==> config.mk <==
export PLATFORM = sky130hd
export DESIGN_NAME = synth_init_seq
export DESIGN_NICKNAME = d
export VERILOG_FILES = /design/src/rtl/synth_init_pkg.sv /design/src/rtl/synth_init_ctrl.sv /design/src/rtl/synth_init_datapath.sv /design/src/rtl/synth_init_seq.sv
export SDC_FILE = /design/constraint.sdc
export NUM_CORES = 1
export LEC_CHECK = 0
export BUFFER_PORTS_ARGS = -buffer_cell sky130_fd_sc_hd__buf_2
export CAP_MARGIN = 10
export CORE_MARGIN = 8
export CORE_UTILIZATION = 45
export DETAILED_ROUTE_END_ITERATION = 12
export PLACE_DENSITY = 0.76
export RECOVER_POWER = 25
export SYNTH_ARGS = -nofsm -noshare
export SYNTH_HDL_FRONTEND = slang
export SYNTH_SLANG_ARGS = --single-unit
export TNS_END_PERCENT = 5
==> constraint.sdc <==
create_clock -name clk -period 2.4 [get_ports clk]
set_input_delay 0.12 -clock clk [delete_from_list [all_inputs] [get_ports clk]]
set_output_delay 0.12 -clock clk [all_outputs]
set_load 0.01 [all_outputs]
==> src/rtl/synth_init_pkg.sv <==
package synth_init_pkg;

  typedef enum logic [1:0] {
    SEL_REF  = 2'd0,
    SEL_CTRL = 2'd1,
    SEL_FB   = 2'd2
  } wordSel_e;

  typedef struct packed {
    logic     loadWord;
    wordSel_e wordSel;
    logic     startDelay;
    logic     longDelay;
  } seqStrobe_t;

endpackage

==> src/rtl/synth_init_ctrl.sv <==
module synth_init_ctrl
  import synth_init_pkg::*;
(
  input  logic       clk,
  input  logic       rst,
  input  logic       start,
  input  logic       dlySel,
  input  logic       wordDone,
  input  logic       delayDone,
  output seqStrobe_t strb,
  output logic       busy,
  output logic       done
);

  typedef enum logic [2:0] {
    ST_IDLE, ST_SEND_REF, ST_SEND_CTRL, ST_WAIT, ST_SEND_FB
  } state_e;

  state_e state, nextState;
  logic   initDone;
  logic   useLong;

  always_comb begin
    strb      = '0;
    nextState = state;
    case (state)
      ST_IDLE: if (start) begin
        nextState     = ST_SEND_REF;
        strb.loadWord = 1'b1;
        strb.wordSel  = SEL_REF;
      end
      ST_SEND_REF: if (wordDone) begin
        nextState     = ST_SEND_CTRL;
        strb.loadWord = 1'b1;
        strb.wordSel  = SEL_CTRL;
      end
      ST_SEND_CTRL: if (wordDone) begin
        if (!initDone) begin
          nextState       = ST_WAIT;
          strb.startDelay = 1'b1;
          strb.longDelay  = useLong;
        end else begin
          nextState     = ST_SEND_FB;
          strb.loadWord = 1'b1;
          strb.wordSel  = SEL_FB;
        end
      end
      ST_WAIT: if (delayDone) begin
        nextState     = ST_SEND_FB;
        strb.loadWord = 1'b1;
        strb.wordSel  = SEL_FB;
      end
      ST_SEND_FB: if (wordDone) nextState = ST_IDLE;
      default: nextState = ST_IDLE;
    endcase
  end

  always_ff @(posedge clk) begin
    if (rst) begin
      state    <= ST_IDLE;
      initDone <= 1'b0;
      useLong  <= 1'b1;
      done     <= 1'b0;
    end else begin
      state <= nextState;
      done  <= (state == ST_SEND_FB) && wordDone;
      if ((state == ST_SEND_FB) && wordDone) initDone <= 1'b1;
      if ((state == ST_IDLE) && start) useLong <= !dlySel;
    end
  end

  assign busy = (state != ST_IDLE);

  assert_done_pulse_R6: assert property (@(posedge clk) disable iff (rst)
    done |=> !done);
  assert_done_idle_R6: assert property (@(posedge clk) disable iff (rst)
    done |-> !busy);
  assert_wait_first_only_R5: assert property (@(posedge clk) disable iff (rst)
    (state == ST_WAIT) |-> !initDone);
  assert_order_ref_ctrl_R1: assert property (@(posedge clk) disable iff (rst)
    (state == ST_SEND_REF && nextState != ST_SEND_REF) |=> (state == ST_SEND_CTRL));
  assert_order_ctrl_fb_R1: assert property (@(posedge clk) disable iff (rst)
    (state == ST_SEND_CTRL && nextState != ST_SEND_CTRL) |=>
      (state == ST_WAIT || state == ST_SEND_FB));
  assert_start_ignored_R7: assert property (@(posedge clk) disable iff (rst)
    (busy && start && !wordDone) |=> busy);

endmodule

==> src/rtl/synth_init_datapath.sv <==
module synth_init_datapath
  import synth_init_pkg::*;
#(
  parameter int    WORD_W    = 24,
  parameter int    SCK_HALF  = 4,
  parameter longint CLK_HZ   = 100_000_000,
  parameter longint LONG_US  = 5000,
  parameter longint SHORT_US = 600
) (
  input  logic              clk,
  input  logic              rst,
  input  seqStrobe_t        strb,
  input  logic [WORD_W-1:0] refWord,
  input  logic [WORD_W-1:0] ctrlWord,
  input  logic [WORD_W-1:0] fbWord,
  output logic              sclk,
  output logic              sdata,
  output logic              le,
  output logic              wordDone,
  output logic              delayDone
);

  localparam int     HALF_W    = (SCK_HALF > 1) ? $clog2(SCK_HALF) : 1;
  localparam int     BIT_W     = $clog2(WORD_W + 1);
  localparam longint LONG_CYC  = (CLK_HZ * LONG_US + 64'd999_999) / 64'd1_000_000;
  localparam longint SHORT_CYC = (CLK_HZ * SHORT_US + 64'd999_999) / 64'd1_000_000;
  localparam int     DLY_W     = $clog2(LONG_CYC + 1);

  typedef enum logic [1:0] {SH_IDLE, SH_BITS, SH_LATCH} shStage_e;

  shStage_e          stage;
  logic [WORD_W-1:0] shiftReg;
  logic [WORD_W-1:0] selWord;
  logic [BIT_W-1:0]  bitsLeft;
  logic [HALF_W-1:0] halfCnt;
  logic              halfEnd;
  logic              latchHalf;
  logic              sclkR, leR;
  logic [DLY_W-1:0]  dlyCnt;
  logic              dlyRun;

  always_comb begin
    case (strb.wordSel)
      SEL_REF:  selWord = refWord;
      SEL_CTRL: selWord = ctrlWord;
      default:  selWord = fbWord;
    endcase
  end

  assign halfEnd = (halfCnt == HALF_W'(SCK_HALF - 1));

  // Serial shifter: each half period of the serial clock lasts SCK_HALF cycles
  always_ff @(posedge clk) begin
    if (rst) begin
      stage     <= SH_IDLE;
      shiftReg  <= '0;
      bitsLeft  <= '0;
      halfCnt   <= '0;
      latchHalf <= 1'b0;
      sclkR     <= 1'b0;
      leR       <= 1'b0;
      wordDone  <= 1'b0;
    end else begin
      wordDone <= 1'b0;
      if (strb.loadWord) begin
        shiftReg  <= selWord;
        bitsLeft  <= BIT_W'(WORD_W);
        halfCnt   <= '0;
        sclkR     <= 1'b0;
        leR       <= 1'b0;
        latchHalf <= 1'b0;
        stage     <= SH_BITS;
      end else if (stage != SH_IDLE) begin
        if (!halfEnd) begin
          halfCnt <= halfCnt + 1'b1;
        end else begin
          halfCnt <= '0;
          case (stage)
            SH_BITS: begin
              if (!sclkR) begin
                sclkR <= 1'b1;
              end else begin
                sclkR    <= 1'b0;
                shiftReg <= shiftReg << 1;
                bitsLeft <= bitsLeft - 1'b1;
                if (bitsLeft == BIT_W'(1)) begin
                  stage     <= SH_LATCH;
                  leR       <= 1'b1;
                  latchHalf <= 1'b0;
                end
              end
            end
            SH_LATCH: begin
              if (latchHalf) begin
                leR      <= 1'b0;
                stage    <= SH_IDLE;
                wordDone <= 1'b1;
              end else begin
                latchHalf <= 1'b1;
              end
            end
            default: stage <= SH_IDLE;
          endcase
        end
      end
    end
  end

  // Settling delay counter
  always_ff @(posedge clk) begin
    if (rst) begin
      dlyCnt    <= '0;
      dlyRun    <= 1'b0;
      delayDone <= 1'b0;
    end else begin
      delayDone <= 1'b0;
      if (strb.startDelay) begin
        dlyCnt <= strb.longDelay ? DLY_W'(LONG_CYC) : DLY_W'(SHORT_CYC);
        dlyRun <= 1'b1;
      end else if (dlyRun) begin
        if (dlyCnt == DLY_W'(1)) begin
          dlyRun    <= 1'b0;
          delayDone <= 1'b1;
        end else begin
          dlyCnt <= dlyCnt - 1'b1;
        end
      end
    end
  end

  assign sclk  = sclkR;
  assign le    = leR;
  assign sdata = (stage == SH_IDLE) ? 1'b0 : shiftReg[WORD_W-1];

  assert_data_stable_R2: assert property (@(posedge clk) disable iff (rst)
    (sclkR && $past(sclkR)) |-> (sdata == $past(sdata)));
  assert_le_sclk_low_R3: assert property (@(posedge clk) disable iff (rst)
    leR |-> !sclkR);
  assert_le_low_shift_R3: assert property (@(posedge clk) disable iff (rst)
    (stage == SH_BITS) |-> !leR);
  assert_le_two_cycles_R3: assert property (@(posedge clk) disable iff (rst)
    $rose(leR) |=> leR);
  assert_delay_nonzero_R4: assert property (@(posedge clk) disable iff (rst)
    dlyRun |-> (dlyCnt != '0));

endmodule

==> src/rtl/synth_init_seq.sv <==
module synth_init_seq #(
  parameter int     WORD_W    = 24,
  parameter int     SCK_HALF  = 4,
  parameter longint CLK_HZ    = 100_000_000,
  parameter longint LONG_US   = 5000,
  parameter longint SHORT_US  = 600
) (
  input  logic              clk,
  input  logic              rst,
  input  logic              start,
  input  logic              dlySel,
  input  logic [WORD_W-1:0] refWord,
  input  logic [WORD_W-1:0] ctrlWord,
  input  logic [WORD_W-1:0] fbWord,
  output logic              sclk,
  output logic              sdata,
  output logic              le,
  output logic              busy,
  output logic              done
);

  synth_init_pkg::seqStrobe_t strb;
  logic wordDone;
  logic delayDone;

  synth_init_ctrl u_ctrl (
    .clk       (clk),
    .rst       (rst),
    .start     (start),
    .dlySel    (dlySel),
    .wordDone  (wordDone),
    .delayDone (delayDone),
    .strb      (strb),
    .busy      (busy),
    .done      (done)
  );

  synth_init_datapath #(
    .WORD_W   (WORD_W),
    .SCK_HALF (SCK_HALF),
    .CLK_HZ   (CLK_HZ),
    .LONG_US  (LONG_US),
    .SHORT_US (SHORT_US)
  ) u_dp (
    .clk       (clk),
    .rst       (rst),
    .strb      (strb),
    .refWord   (refWord),
    .ctrlWord  (ctrlWord),
    .fbWord    (fbWord),
    .sclk      (sclk),
    .sdata     (sdata),
    .le        (le),
    .wordDone  (wordDone),
    .delayDone (delayDone)
  );

  assert_busy_after_start_R6: assert property (@(posedge clk) disable iff (rst)
    (!busy && start) |=> busy);

endmodule

Word level (Yosys, flattened, before mapping)
Cells that the tools add are included.
{"block": "op_classes", "add_sub_neg": 3, "n_mux": 52, "bitwise_logic": 4, "n_reduce_logical": 26, "eq_ne": 22}
{"operator": "$mux 24", "n": 5}
{"operator": "$mux 19", "n": 4}
{"operator": "$pmux 24 s2", "n": 1}
{"operator": "$mux 3", "n": 10}
{"operator": "$mux 5", "n": 6}
{"operator": "$reduce_and 5->1", "n": 4}
{"operator": "$eq 19x1->1 const B", "n": 1}
{"operator": "$sub 19x1->19 const B", "n": 1}
{"operator": "$mux 1", "n": 15}
{"operator": "$pmux 3 s5", "n": 1}
{"operator": "$ne 2x1->1 const B", "n": 7}
{"operator": "$reduce_bool 2->1", "n": 7}
{"operator": "$mux 2", "n": 6}
{"operator": "$pmux 3 s4", "n": 1}
{"operator": "$ne 3x2->1 const B", "n": 3}
{"operator": "$reduce_and 4->1", "n": 2}
{"operator": "$eq 3x2->1 const B", "n": 2}
{"operator": "$reduce_and 6->1", "n": 1}
{"operator": "$eq 5x1->1 const B", "n": 1}
{"operator": "$reduce_or 5->1", "n": 1}
{"operator": "$sub 5x1->5 const B", "n": 1}
{"operator": "$eq 2x1->1 const B", "n": 2}
{"operator": "$eq 2x2->1 const B", "n": 2}
{"operator": "$logic_not 2->1", "n": 2}
{"operator": "other kinds (15)", "n": 21}
{"block": "totals", "input_bits": 76, "word_cells": 124, "output_inout_bits": 5, "reg_bits": 64}

Longest topological paths before layout
{"block": "depth", "word_depth": 7, "depth_mapped": 8}

Hierarchy
A second synthesis with hierarchy kept.
{"block": "unflattened", "cells_unflattened": 442, "area_unflattened_um2": 3609.7}
{"mod": "synth_init_datapath", "area_each_um2": 3255.6, "instances": 1, "cells_each": 403}
{"mod": "synth_init_ctrl", "area_each_um2": 354.1, "instances": 1, "cells_each": 39}

Least setup slack after synthesis
No wires, ideal clock.
{"block": "synth_timing", "path_type": "register to register", "start": "register u_dp.dlyCnt[0]", "end": "register u_dp.dlyCnt[15]", "arrival_time_ns": 1.637, "stages_incl_launch_ff": 6, "path_buffers": 1, "setup_slack_ns": 0.675, "synth_period_minus_slack_ns": 1.725, "setup_time_ns": 0.088, "cell_sequence": "dfxtp_1 -> or4b_1 -> buf_2 -> nor4_4 -> nand2_2 -> a311oi_2"}
{"block": "synth_via", "elab_chain_cells": 4}
{"item": "start, declared", "line_no": "synth_init_datapath.sv:39", "text": "logic [DLY_W-1:0] dlyCnt;"}
{"item": "start signal, assigned", "line_no": "synth_init_datapath.sv:118", "text": "dlyCnt <= strb.longDelay ? DLY_W'(LONG_CYC) : DLY_W'(SHORT_CYC);"}
{"item": "start signal, assigned", "line_no": "synth_init_datapath.sv:125", "text": "dlyCnt <= dlyCnt - 1'b1;"}
{"item": "$sub 19x1->19", "line_no": "synth_init_datapath.sv:125"}
{"item": "$mux 19", "line_no": "synth_init_datapath.sv:121", "text": "if (dlyCnt == DLY_W'(1)) begin"}
{"item": "$mux 19", "line_no": "synth_init_datapath.sv:120", "text": "end else if (dlyRun) begin"}
{"item": "$mux 19", "line_no": "synth_init_datapath.sv:117", "text": "if (strb.startDelay) begin"}
Parallel ways exist; a longest one is shown, timed or not. The select of a mux whose other input is x is not followed.
A chain may end at the register's enable or synchronous reset.

Worst setup path in the final report
{"block": "layout_timing", "start": "register u_dp.dlyCnt[4]", "end": "register u_dp.dlyCnt[16]"}
The elaborated chain is that of the path after synthesis.

==> impl_results.md <==
* Status: finished clean
* CTS Buffer Depth at 2
* Max Fclk at between 400 and 500 MHz
* EDFF count, synth at 0
* Die area at ~11000 sq um
* Total grt overflow at 0
* Static Leak at 1.75 nW
* Synth top area cells: dfxtp_1 37%, mux2i_1 7.4%, a221oi_1 6.0%
* Post-Syn Instances at ~400
* Pwr Density at approximately 540 nW/um^2
* Clk sinks at between 60 and 70
* CTS tree: built
* Count of cell types in the netlist at 58
* Yosys warns at 0
* Crit Reg-Reg Startpoint: u_dp.dlyCnt[4]$_SDFFE_PP0P_
* DR pass1 iterations at 5
* Most used DFF post-synth: dfxtp_1
* Layout cell share with drive strength beyond 1 at 23.6%
* Clock share of power at between 40% and 50%
* Gr busiest metal: met2
* Fin crit period at between 2 and 2.5 ns
* Boundary Pins at between 80 and 90
* Slew at the pin closest to its max-slew limit at between 0.7 and 0.8 ns
* Core Area at between 7000 and 8000 sq um
* Via count at 3448
* Count leader, synth: dfxtp_1
* Xor/xnor share of the synthesized area at between 1 and 1.5%
* Area of the mapped netlist at around 3500 sq um
* Largest fanout on the critical path at 8
* # Post-CTS Setup Buffers at 0
* Cells on worst reg2reg path at 4
* Mux share of post-synthesis cell area at between 7 and 8%
* Dpl ws at 0.426 ns
* Rows at 32
* Peak VDD IR at approximately 330 uV
* Clock Skew at 0.00822 ns
* Synth Area in Adders at under 10%
* Combinational group share of total power at 8.7%
* Relative slew slack at around 50%
* Final net count at around 560
* 1st-iter DRT viols at 168
* Filler Cells Inserted at between 700 and 800
* Root Driver: clkbuf_8
* Sequential fraction of the synthesis area at 36.5%
* Hold Fails Final Rpt at 0
* Met2 Use GR at a little under a third
* Initial antenna violation count at 0
* Starting Density at a little under half
* Share of flip-flops with an asynchronous set or reset at 0%
* Share of Yosys cell area claimed by the top area cell type at 36.5%
* Crit start category: flip-flop
* Vias in the first global route at 3299
* Top post-synthesis cells by count: 64 x dfxtp_1, 33 x o21ai_0, 26 x mux2i_1, 24 x a221oi_1, 24 x a22oi_1
* DIE HEIGHT at between 100 and 150 um
* # setup viols final at 0
* Syn_nets at ~480
* Num CTS Buffers at 9
* Maxcap violations at 0
* Syn Area/Cell at around 9 sq um
* Crit Reg-Reg Endpoint: u_dp.dlyCnt[16]$_SDFFE_PP0P_
* Final period utilization at 89.1%
* Chip width at approximately 100 um
* DR vias/cell at between 5 and 6
* HPWL after detailed placement at ~7000 um
* # diodes at 0
* Combinational family with the most area after synthesis: compound AO/OA/AOI/OAI gates
* Routed WL at between 9000 and 10000 um
* Area leader, netlist: dfxtp_1
* DRC Markers at 0
* First-pass GRT wire length at about 15000 um
* Routability congestion estimate at 0.884
* Slew Limit Fails at 0
* TNS Setup at 0 ns
* Register clock-pin slew on the reported worst setup and hold paths at approximately 0.070 ns
* Switch share at around a quarter
* Required time worst endpoint at 2.66 ns
* HP Start: dlySel
* Pin count of the biggest net entering global routing at 30
* I/O Buffers at 80
* Worst reg-to-reg setup slack at approximately 0.26 ns
* Worst setup margin at 0.262 ns
* CTS resizes at 0
* Hold crit path type: primary input to flip-flop
* Unrepaired setup endpoints after global routing: false
* Met3 usage at 4.58%
* Post-synthesis simple-gate area fraction at 19.7%
* Hold-fix buffers, CTS at 0
* Hold EP: u_ctrl.useLong$_SDFFE_PP1P_
* Fin Hold WS at about 0.020 ns
* Psw at about 0.00055 W
* GR Util All Layers at ~17%
* Number of H-tree levels at 3
* Clk Latency, worst-skew pair at roughly 0.34 ns
* Internal at roughly 0.0017 W
* Worst setup EP type: flip-flop
* Post-synthesis register bit count at 64
* Routed Antenna Nets at 0
* Hold Path Stages at 2
* Met1 Use GR at approximately a fifth
* Synth-to-Final Area Change at 20.0%
* Wire per inst at roughly 16 um
* Critical Path AT at around 2.4 ns
* Synth Area in Compound Gates at a little over a quarter
* Seq pwr share at between 40% and 50%
* CP Class: flip-flop to flip-flop
-- worst max-delay path by stage --
stage,from,to,slack [ns],cells past startpoint
2_1_floorplan,u_dp.dlyCnt[0]$_SDFFE_PP0P_,u_dp.dlyCnt[15]$_SDFFE_PP0P_,0.67,5
3_3_place_gp,u_ctrl.state[2]$_SDFFE_PP0P_,u_dp.shiftReg[8]$_SDFFE_PP0P_,0.46,4
3_5_place_dp,u_ctrl.state[2]$_SDFFE_PP0P_,u_dp.shiftReg[2]$_SDFFE_PP0P_,0.43,4
4_1_cts,u_ctrl.state[2]$_SDFFE_PP0P_,u_dp.shiftReg[1]$_SDFFE_PP0P_,0.42,4
5_1_grt,u_dp.dlyCnt[4]$_SDFFE_PP0P_,u_dp.dlyCnt[16]$_SDFFE_PP0P_,0.15,4
6_report,u_dp.dlyCnt[4]$_SDFFE_PP0P_,u_dp.dlyCnt[16]$_SDFFE_PP0P_,0.26,4
-- power groups by stage --
stage	registers, W	logic (W)	clock network [W]
2_1_floorplan	0.00114	0.000114	0
3_3_place_gp	0.00115	0.000195	0
3_5_place_dp	0.00115	0.000202	0
4_1_cts	0.00113	0.000202	0.000974
5_1_grt	0.00113	0.000223	0.00101
6_report	0.00113	0.000200	0.000960
-- metrics by stage --
step,utilization [%],instance area [sq um],cells,total power (W)
floorplan,-,3510,394,0.00126
CTS,55.3,4230,580,0.00230
finish,55.0,4210,580,0.00229
detailed placement,52.6,4020,564,0.00135
global placement,52.6,4020,564,0.00134
global route,55.0,4210,580,0.00237
-- kinds of logic (layout without fill, tap and decap cells) --
logic type | after synthesis | count (layout)
AOI/OAI and AO/OA | 138 | 138
and+or+nand+nor | 111 | 111
DFF | 64 | 64
buffers and inverters | 41 | 125
muxes | 27 | 27
adders and majority gates | 8 | 8
xor gates and xnor gates | 5 | 5
-- flip-flops by register name, indices dropped and copies added (netlist names) --
signal	cells
u_dp.dlyCnt	19
u_dp.le	1
u_ctrl.initDone	1
u_dp.dlyRun	1
u_dp.stage	2
u_ctrl.done	1
u_dp.latchHalf	1
u_ctrl.state	3
u_dp.delayDone	1
u_ctrl.useLong	1
u_dp.halfCnt	2
u_dp.bitsLeft	5
u_dp.sclk	1
u_dp.wordDone	1
u_dp.shiftReg	24
-- cell type report --
| cell class | instances | area (sq um) | area share, % |
|---|---|---|---|
| Clock inverter | 5 | 55.1 | 1.31 |
| Clock buffer | 11 | 151 | 3.60 |
| Inverter | 17 | 63.8 | 1.52 |
| Multi-Input combinational cell | 289 | 2040 | 48.6 |
| Sequential cell | 64 | 1280 | 30.4 |
| Tap cell | 102 | 128 | 3.03 |
| Timing Repair Buffer | 92 | 484 | 11.5 |
-- worst max-delay path, stage by stage, from the launching register on --
cell	delay, ns
dfxtp_1	0.39
nor4_1	0.68
nand4_1	0.27
or4_1	0.55
a31oi_1	0.17
-- placed cells by master (no fill, tap or decap), types with 16 or more instances in the layout --
| cell | count |
|---|---|
| a21oi_1 | 18 |
| a221oi_1 | 25 |
| a22oi_1 | 24 |
| buf_2 | 75 |
| dfxtp_1 | 64 |
| inv_1 | 16 |
| mux2i_1 | 26 |
| nand2_1 | 21 |
| nor2_1 | 20 |
| o21ai_0 | 33 |
-- layer usage --
metal  vias up  wire length, um
li1       1690                -
met1      1642             3980
met2       103             4890
met3        13              513
met4         0              133
met5         -                0
Power figures use the tool's default switching activity.
